**src/rtl/uart_buf_tx.sv**
```systemverilog
module uart_buf_tx #(
  parameter int OS_FULL = 16,
  parameter int OS_HALF = 8,
  parameter int MAX_DW  = 9
) (
  input  logic       clk,
  input  logic       rst_n,
  input  logic       os_tick,
  input  logic       tx_en,
  input  logic       dbl_speed,
  input  logic [2:0] size_sel,
  input  logic [1:0] par_sel,
  input  logic       two_stop,
  input  logic       loop_en,
  input  logic       wr_en,
  input  logic [7:0] wr_data,
  input  logic       wr_bit8,
  input  logic       txc_clr,
  input  logic       int_ack,
  input  logic       rxd_pin,
  output logic       txd,
  output logic       rx_in,
  output logic       dre,
  output logic       txc
);

  localparam int FW = MAX_DW + 4;
  localparam int BW = $clog2(FW + 1);
  localparam int TW = $clog2(OS_FULL);

  logic [MAX_DW-1:0] hold_dat;
  logic              hold_full;
  logic              busy;
  logic [FW-1:0]     sreg;
  logic [BW-1:0]     bits_left;
  logic [TW-1:0]     tcnt;
  logic              txc_q;

  logic [3:0]        dw;
  logic [MAX_DW-1:0] dsel;
  logic [FW-1:0]     frame;
  logic [BW-1:0]     flen;
  logic [TW-1:0]     tlim;
  logic              bit_end, last, load, line;

  always_comb begin
    case (size_sel)
      3'd0:    dw = 4'd5;
      3'd1:    dw = 4'd6;
      3'd2:    dw = 4'd7;
      3'd3:    dw = 4'd8;
      3'd7:    dw = 4'd9;
      default: dw = 4'd8;
    endcase
  end

  assign dsel = hold_dat & (9'h1FF >> (4'd9 - dw));

  always_comb begin
    frame    = '1;
    frame[0] = 1'b0;
    for (int i = 0; i < MAX_DW; i++)
      if (i < int'(dw)) frame[1 + i] = dsel[i];
    if (par_sel[1]) frame[1 + int'(dw)] = (^dsel) ^ par_sel[0];
  end

  assign flen    = BW'(32'd2 + 32'(dw) + 32'(par_sel[1]) + 32'(two_stop));
  assign tlim    = dbl_speed ? TW'(OS_HALF - 1) : TW'(OS_FULL - 1);
  assign bit_end = busy && os_tick && (tcnt == tlim);
  assign last    = bit_end && (bits_left == BW'(1));
  assign load    = tx_en && hold_full && (!busy || last);

  always_ff @(posedge clk or negedge rst_n) begin
    if (!rst_n) begin
      hold_dat  <= '0;
      hold_full <= 1'b0;
      busy      <= 1'b0;
      sreg      <= '1;
      bits_left <= '0;
      tcnt      <= '0;
    end else if (!tx_en) begin
      hold_full <= 1'b0;
      busy      <= 1'b0;
      sreg      <= '1;
      tcnt      <= '0;
    end else begin
      if (load) begin
        sreg      <= frame;
        bits_left <= flen;
        tcnt      <= '0;
        busy      <= 1'b1;
      end else if (bit_end) begin
        tcnt <= '0;
        if (last) begin
          busy <= 1'b0;
        end else begin
          sreg      <= {1'b1, sreg[FW-1:1]};
          bits_left <= bits_left - BW'(1);
        end
      end else if (busy && os_tick) begin
        tcnt <= tcnt + TW'(1);
      end

      if (load) begin
        hold_full <= 1'b0;
      end else if (wr_en && !hold_full) begin
        hold_full <= 1'b1;
        hold_dat  <= {wr_bit8, wr_data};
      end
    end
  end

  always_ff @(posedge clk or negedge rst_n) begin
    if (!rst_n)                       txc_q <= 1'b0;
    else if (tx_en && last && !load)  txc_q <= 1'b1;
    else if (txc_clr || int_ack)      txc_q <= 1'b0;
  end

  assign line  = busy ? sreg[0] : 1'b1;
  assign txd   = loop_en ? 1'b1 : line;
  assign rx_in = loop_en ? line : rxd_pin;
  assign dre   = ~hold_full;
  assign txc   = txc_q;

  a_r7_gapless_reload: assert property (@(posedge clk) disable iff (!rst_n)
    (tx_en && last && hold_full) |=> (busy && !line));

  a_r6_write_fills: assert property (@(posedge clk) disable iff (!rst_n)
    (tx_en && wr_en && dre) |=> !dre);

  a_r9_disabled_idle: assert property (@(posedge clk) disable iff (!rst_n)
    !tx_en |=> (line && dre));

  a_r8_txc_after_frame: assert property (@(posedge clk) disable iff (!rst_n)
    $rose(txc_q) |-> ($past(busy) && !busy && dre));

  a_r2_start_low: assert property (@(posedge clk) disable iff (!rst_n)
    $rose(busy) |-> !line);

endmodule

```
**config.mk**
```make
export PLATFORM = sky130hd
export DESIGN_NAME = uart_buf_tx
export DESIGN_NICKNAME = d
export VERILOG_FILES = /design/src/rtl/uart_buf_tx.sv
export SDC_FILE = /design/constraint.sdc
export NUM_CORES = 1
export LEC_CHECK = 0
export BUFFER_PORTS_ARGS = -buffer_cell sky130_fd_sc_hd__buf_2
export CAP_MARGIN = 25
export CORE_UTILIZATION = 45
export CTS_CLUSTER_DIAMETER = 50
export CTS_CLUSTER_SIZE = 14
export DETAILED_ROUTE_END_ITERATION = 6
export HOLD_SLACK_MARGIN = 0.05
export PLACE_DENSITY = 0.67
export SLEW_MARGIN = 10
export SYNTH_ARGS = -nofsm -noshare
export SYNTH_HDL_FRONTEND = slang
export SYNTH_SLANG_ARGS = --single-unit
```
**constraint.sdc**
```tcl
create_clock -name clk -period 2.5 [get_ports clk]
set_clock_uncertainty 0.05 [all_clocks]
set_input_delay 0.375 -clock clk [delete_from_list [all_inputs] [get_ports clk]]
set_output_delay 0.375 -clock clk [all_outputs]
set_load 0.03 [all_outputs]
```
# After elaboration in Yosys (flattened, before gate mapping)

Cells that the tools add are included.

Register bits: 33
Input port bits: 25
Output and inout bits: 4
Word-level logic and storage cells: 101

Add/sub/neg operators: 7
$lt $le $gt $ge: 11
Equality and inequality tests: 11
Shift operators: 1
Mux-type cells: 38
Bitwise logic cells: 4
Reductions and logical operators: 22

Operator list:

| operator            | count |
|---|---|
| $mux 13             | 5 |
| $mux 4              | 8 |
| $mux 1              | 22 |
| $lt 3x4->1 const A  | 4 |
| $pmux 4 s4          | 1 |
| $bwmux 13           | 1 |
| $and 9x9->9         | 1 |
| $logic_and 1x1->1   | 9 |
| $ne 3x1->1 const B  | 3 |
| $reduce_xor 9->1    | 1 |
| $shr 9x4->9 const A | 1 |
| $add 4x1->4         | 2 |
| $lt 1x4->1 const A  | 2 |
| $lt 2x4->1 const A  | 2 |
| $reduce_and 3->1    | 2 |
| $add 1x4->5 const A | 1 |
| $ge 5x1->1 const B  | 1 |
| $lt 5x5->1 const B  | 1 |
| $add 2x4->4 const A | 1 |
| $add 4x1->4 const B | 1 |
| $demux 1 s4         | 1 |
| $eq 4x1->1 const B  | 1 |
| $eq 4x4->1          | 1 |
| $lt 4x4->1 const A  | 1 |
| 15 further kinds    | 21 |

# Logic depth before layout (Yosys ltp)

Depth in word-level cells: 11
Mapped depth: 13
Depth with buffers taken out: 12

# Worst setup path after synthesis

No wires, ideal clock.

Path type: input -> register
From: input size_sel[0]
To: register sreg[7]
Setup time: 83 ps
Arrival time: 2678 ps
Required time: 2367 ps
Path slack: -311 ps
Stages: 13
Path buffers: 1
Cells stage by stage: buf_6 xnor2_1 nor2_1 inv_1 ha_1 inv_1 o31a_1 xnor3_1 xnor2_1 xnor2_1 nor2_2 a31oi_1 a221o_1

Cells in the longest elaborated chain, start to end: 11
Elaborated cells on any way between the ends: 22
Classes of those cells: add/sub: 2; order compare: 3; eq/ne: 3; shift: 1; mux: 8; bitwise: 2; reduce/logical: 3

Ends and longest elaborated chain:

| what                                                    | RTL line | text |
|---|---|---|
| start: declaration                                      | 11       | `input logic [2:0] size_sel,` |
| $eq 3x3->1, or another cell as far along                | 47       | `case (size_sel)` |
| $pmux 4 s4 (*)                                          | 47       |  |
| $sub 4x4->4 / $add 1x4->5 (equally long branches)       | 57, 64   |  |
| $shr 9x4->9, or another cell as far along               | 57       | `assign dsel = hold_dat & (9'h1FF >> (4'd9 - dw));` |
| $and 9x9->9 / $logic_and 1x1->1 (equally long branches) | 57, 64   |  |
| $reduce_xor 9->1 / $mux 1 (equally long branches)       | 64       | `if (par_sel[1]) frame[1 + int'(dw)] = (^dsel) ^ par_sel[0];` |
| $xor 1x1->1 / $demux 1 s4 (equally long branches)       | 64       |  |
| $bwmux 13                                               | 64       |  |
| $mux 13 (*)                                             | 64       |  |
| $mux 13 (*)                                             | 87       | `if (load) begin` |
| $mux 13 (*)                                             | 81       | `end else if (!tx_en) begin` |
| end signal: assignment                                  | 88       | `sreg <= frame;` |
| end signal: assignment                                  | 97       | `sreg <= {1'b1, sreg[FW-1:1]};` |
| end: declaration                                        | 34       | `logic [FW-1:0] sreg;` |

Every way passes the cells marked *; elsewhere a longest branch is shown, timed or not.
A chain may end at the register's enable or synchronous reset.

# Worst setup path after layout

Ends and elaborated chain as after synthesis.

==> results.json <==
{
  "netSwitchingFraction": 0.282,
  "firstDrtPassIters": 4,
  "clk_latency_ps": 280,
  "cts_max_path_buffers": 2,
  "slew_violations": 0,
  "clockPowerShare": 0.326,
  "worstMarginPinSlew_ps": 730,
  "cts_sinks": 33,
  "rrSetupSlack_ps": 400,
  "nets": 282,
  "status": "finished clean",
  "setup_viol": 0,
  "gr-total-overflow": 0,
  "post_cts_buffers": 0,
  "cts_tree": "done",
  "core_um2": 4090,
  "floorplan.initialDensity": 0.477,
  "netlist_top_cells_area": "dfrtp_1 (26%), dfstp_2 (18%), mux2_2 (5.2%)",
  "yosysMostFrequentCell": "nor2_1",
  "first_global_vias": 1540,
  "antenna_left": 0,
  "grt_usage": 0.209,
  "comb_power_share": 0.268,
  "dpl.hpwl_um": 3030,
  "min-delay-path-class": "primary input to asynchronous set/reset pin",
  "switching_power_w": 0.000450,
  "drive_gt1_frac": 0.351,
  "root_buffer": "clkbuf_8",
  "cts_resized": 0,
  "area_growth_pct": 23.1,
  "netlist_area_um2": 1950,
  "whs_ps": 96.3,
  "ctsHoldBuffers": 0,
  "cts_buffers": 5,
  "power.total_w": 0.00160,
  "p_int_w": 0.00115,
  "vias": 1573,
  "endpoint_kind": "register",
  "reg2regPathDepth": 7,
  "r2r_end": "sreg[8]",
  "antenna_found_initial": 0,
  "path_delay_family": "compound AO/OA/AOI/OAI gates",
  "ys_types": 47,
  "clk_pin_slew_worst_paths_ps": 70,
  "fill_cells": 373,
  "relSlewSlack": 0.513,
  "fmax_mhz": 423,
  "ys_ff_latch": 33,
  "path_buf_inv": 3,
  "peakVddDrop_uv": 420,
  "h-tree-depth": 2,
  "ys_seq_area_frac": 0.432,
  "synth_largest_area_cell": "dfrtp_1",
  "power_leakage_nw": 1.08,
  "avgViaCountPerCell": 5.23,
  "synth_top_area_share": 0.257,
  "syn_inst": 203,
  "syn_nets": 235,
  "grt_pass1_wl_um": 6880,
  "synthArstFlopShare": 1.00,
  "rows": 23,
  "maxCapViolCount": 0,
  "die_w_um": 67.8,
  "start_kind": "primary input",
  "stdcell_count": 301,
  "yosys_warnings": 0,
  "wirelength_um": 4110,
  "syn_avg_cell_area_um2": 9.60,
  "synthFlopType": "dfrtp_1",
  "grt_start_max_net_pins": 34,
  "multi_input_area_um2": 1060,
  "finalCritPeriodShare": 0.945,
  "boundaryPins": 29,
  "cp_max_fo": 4,
  "drc": 0,
  "portBuffers": 28,
  "place_congestion": 0.837,
  "seq_area_um2": 842,
  "dieArea_um2": 4600,
  "post-route-util": 0.587,
  "power_density_nw_per_um2": 666,
  "die-height_um": 67.8,
  "min_period_ps": 2360,
  "first_iter_violations": 98,
  "slowest_stage": "a221o_1",
  "final_area_um2": 2400,
  "dpl_cell_area_um2": 2270,
  "placed_cells": 293,
  "seqPwrFrac": 0.406,
  "rsz0062_at_grt": "false",
  "critPathKind": "primary input to register",
  "r2r_start": "tcnt[0]",
  "hold_violations": 0,
  "synthTopCellsByCount": "nor2_1 (23), dfrtp_1 (20), nand2_1 (20)",
  "slowest_delay_ps": 340,
  "crit_required_ps": 2660,
  "wl_per_cell_um": 13.6,
  "num_antenna_cells": 0,
  "cp_data_arrival_time_ps": 2520,
  "synth_edf_count": 0,
  "crit_chain": "buf_2, xnor2_2, nor2_2, inv_2, ha_4, inv_2, o31a_1, xnor3_1, xnor2_1, xnor2_1, nor2_2, a31oi_1, a221o_1"
}
==> power by group through the flow <==
stage	Combinational [W]	Sequential, W	Clock [W]
finish	0.000428	0.000648	0.000520
global route	0.000478	0.000657	0.000553
CTS	0.000427	0.000647	0.000530
detailed placement	0.000425	0.000656	0
global placement	0.000414	0.000655	0
floorplan	0.000298	0.000643	0
==> sequential cells by signal, indices dropped and copies added (netlist names) <==
signal,cells
bits_left,4
busy,1
hold_dat,9
hold_full,1
sreg,13
tcnt,4
txc,1
==> area by class of cell <==
class | count | share of cell area
multi-input combinational | 153 | 0.440
sequential | 33 | 0.351
timing repair buffer | 47 | 0.118
clock buffer | 7 | 0.0360
tap | 50 | 0.0261
inverter | 10 | 0.0157
clock inverter | 1 | 0.0125
==> routing by layer <==
layer	vias to the layer above	wire (µm)	global-route usage
met1	735	1880	0.262
met4	0	45	0.0677
li1	800	-	-
met2	34	1980	0.348
met5	-	0	0
met3	4	191	0.0557
==> logic make-up after synthesis <==
kind of cell,Yosys count,share of synthesized area
fa+ha+maj,7,0.0488
simple gates,71,0.173
mux,10,0.0572
buf+inv,17,0.0450
flops,33,0.432
compound gates,48,0.160
xor+xnor,17,0.0835
==> metrics by stage <==
stage | setup TNS (ps) | setup WS (ps)
finish | 0 | 138
global route | 0 | 8.77
CTS | 0 | 101
detailed placement | -524 | -182
global placement | -212 | -94.6
floorplan | -119 | -93.3
==> layout by cell type, fill, tap and decap left out, types with 3 or more instances in the layout <==
cell      count
and2_1        3
buf_4        19
a211oi_1      4
clkbuf_8      6
ha_1          5
o21ai_0      13
nand2b_1      3
nor2_1       22
dfrtp_1      20
inv_1         8
a21oi_1       7
nand2_1      19
buf_2        28
xor2_1        7
mux2_2        9
a31oi_1       4
xnor2_1       8
nand3_1       7
and3_1        4
o22ai_1       4
dfstp_2      13
==> worst max path at each step <==
| stage | start | cells past startpoint | to |
|---|---|---|---|
| finish | size_sel[0] | 13 | sreg[7] |
| detailed placement | size_sel[0] | 13 | sreg[7] |
| CTS | size_sel[0] | 13 | sreg[7] |
| global route | size_sel[0] | 13 | sreg[7] |
| floorplan | size_sel[1] | 13 | sreg[7] |
| global placement | size_sel[0] | 13 | sreg[7] |
Note: power is estimated with default switching activity, not from simulation.
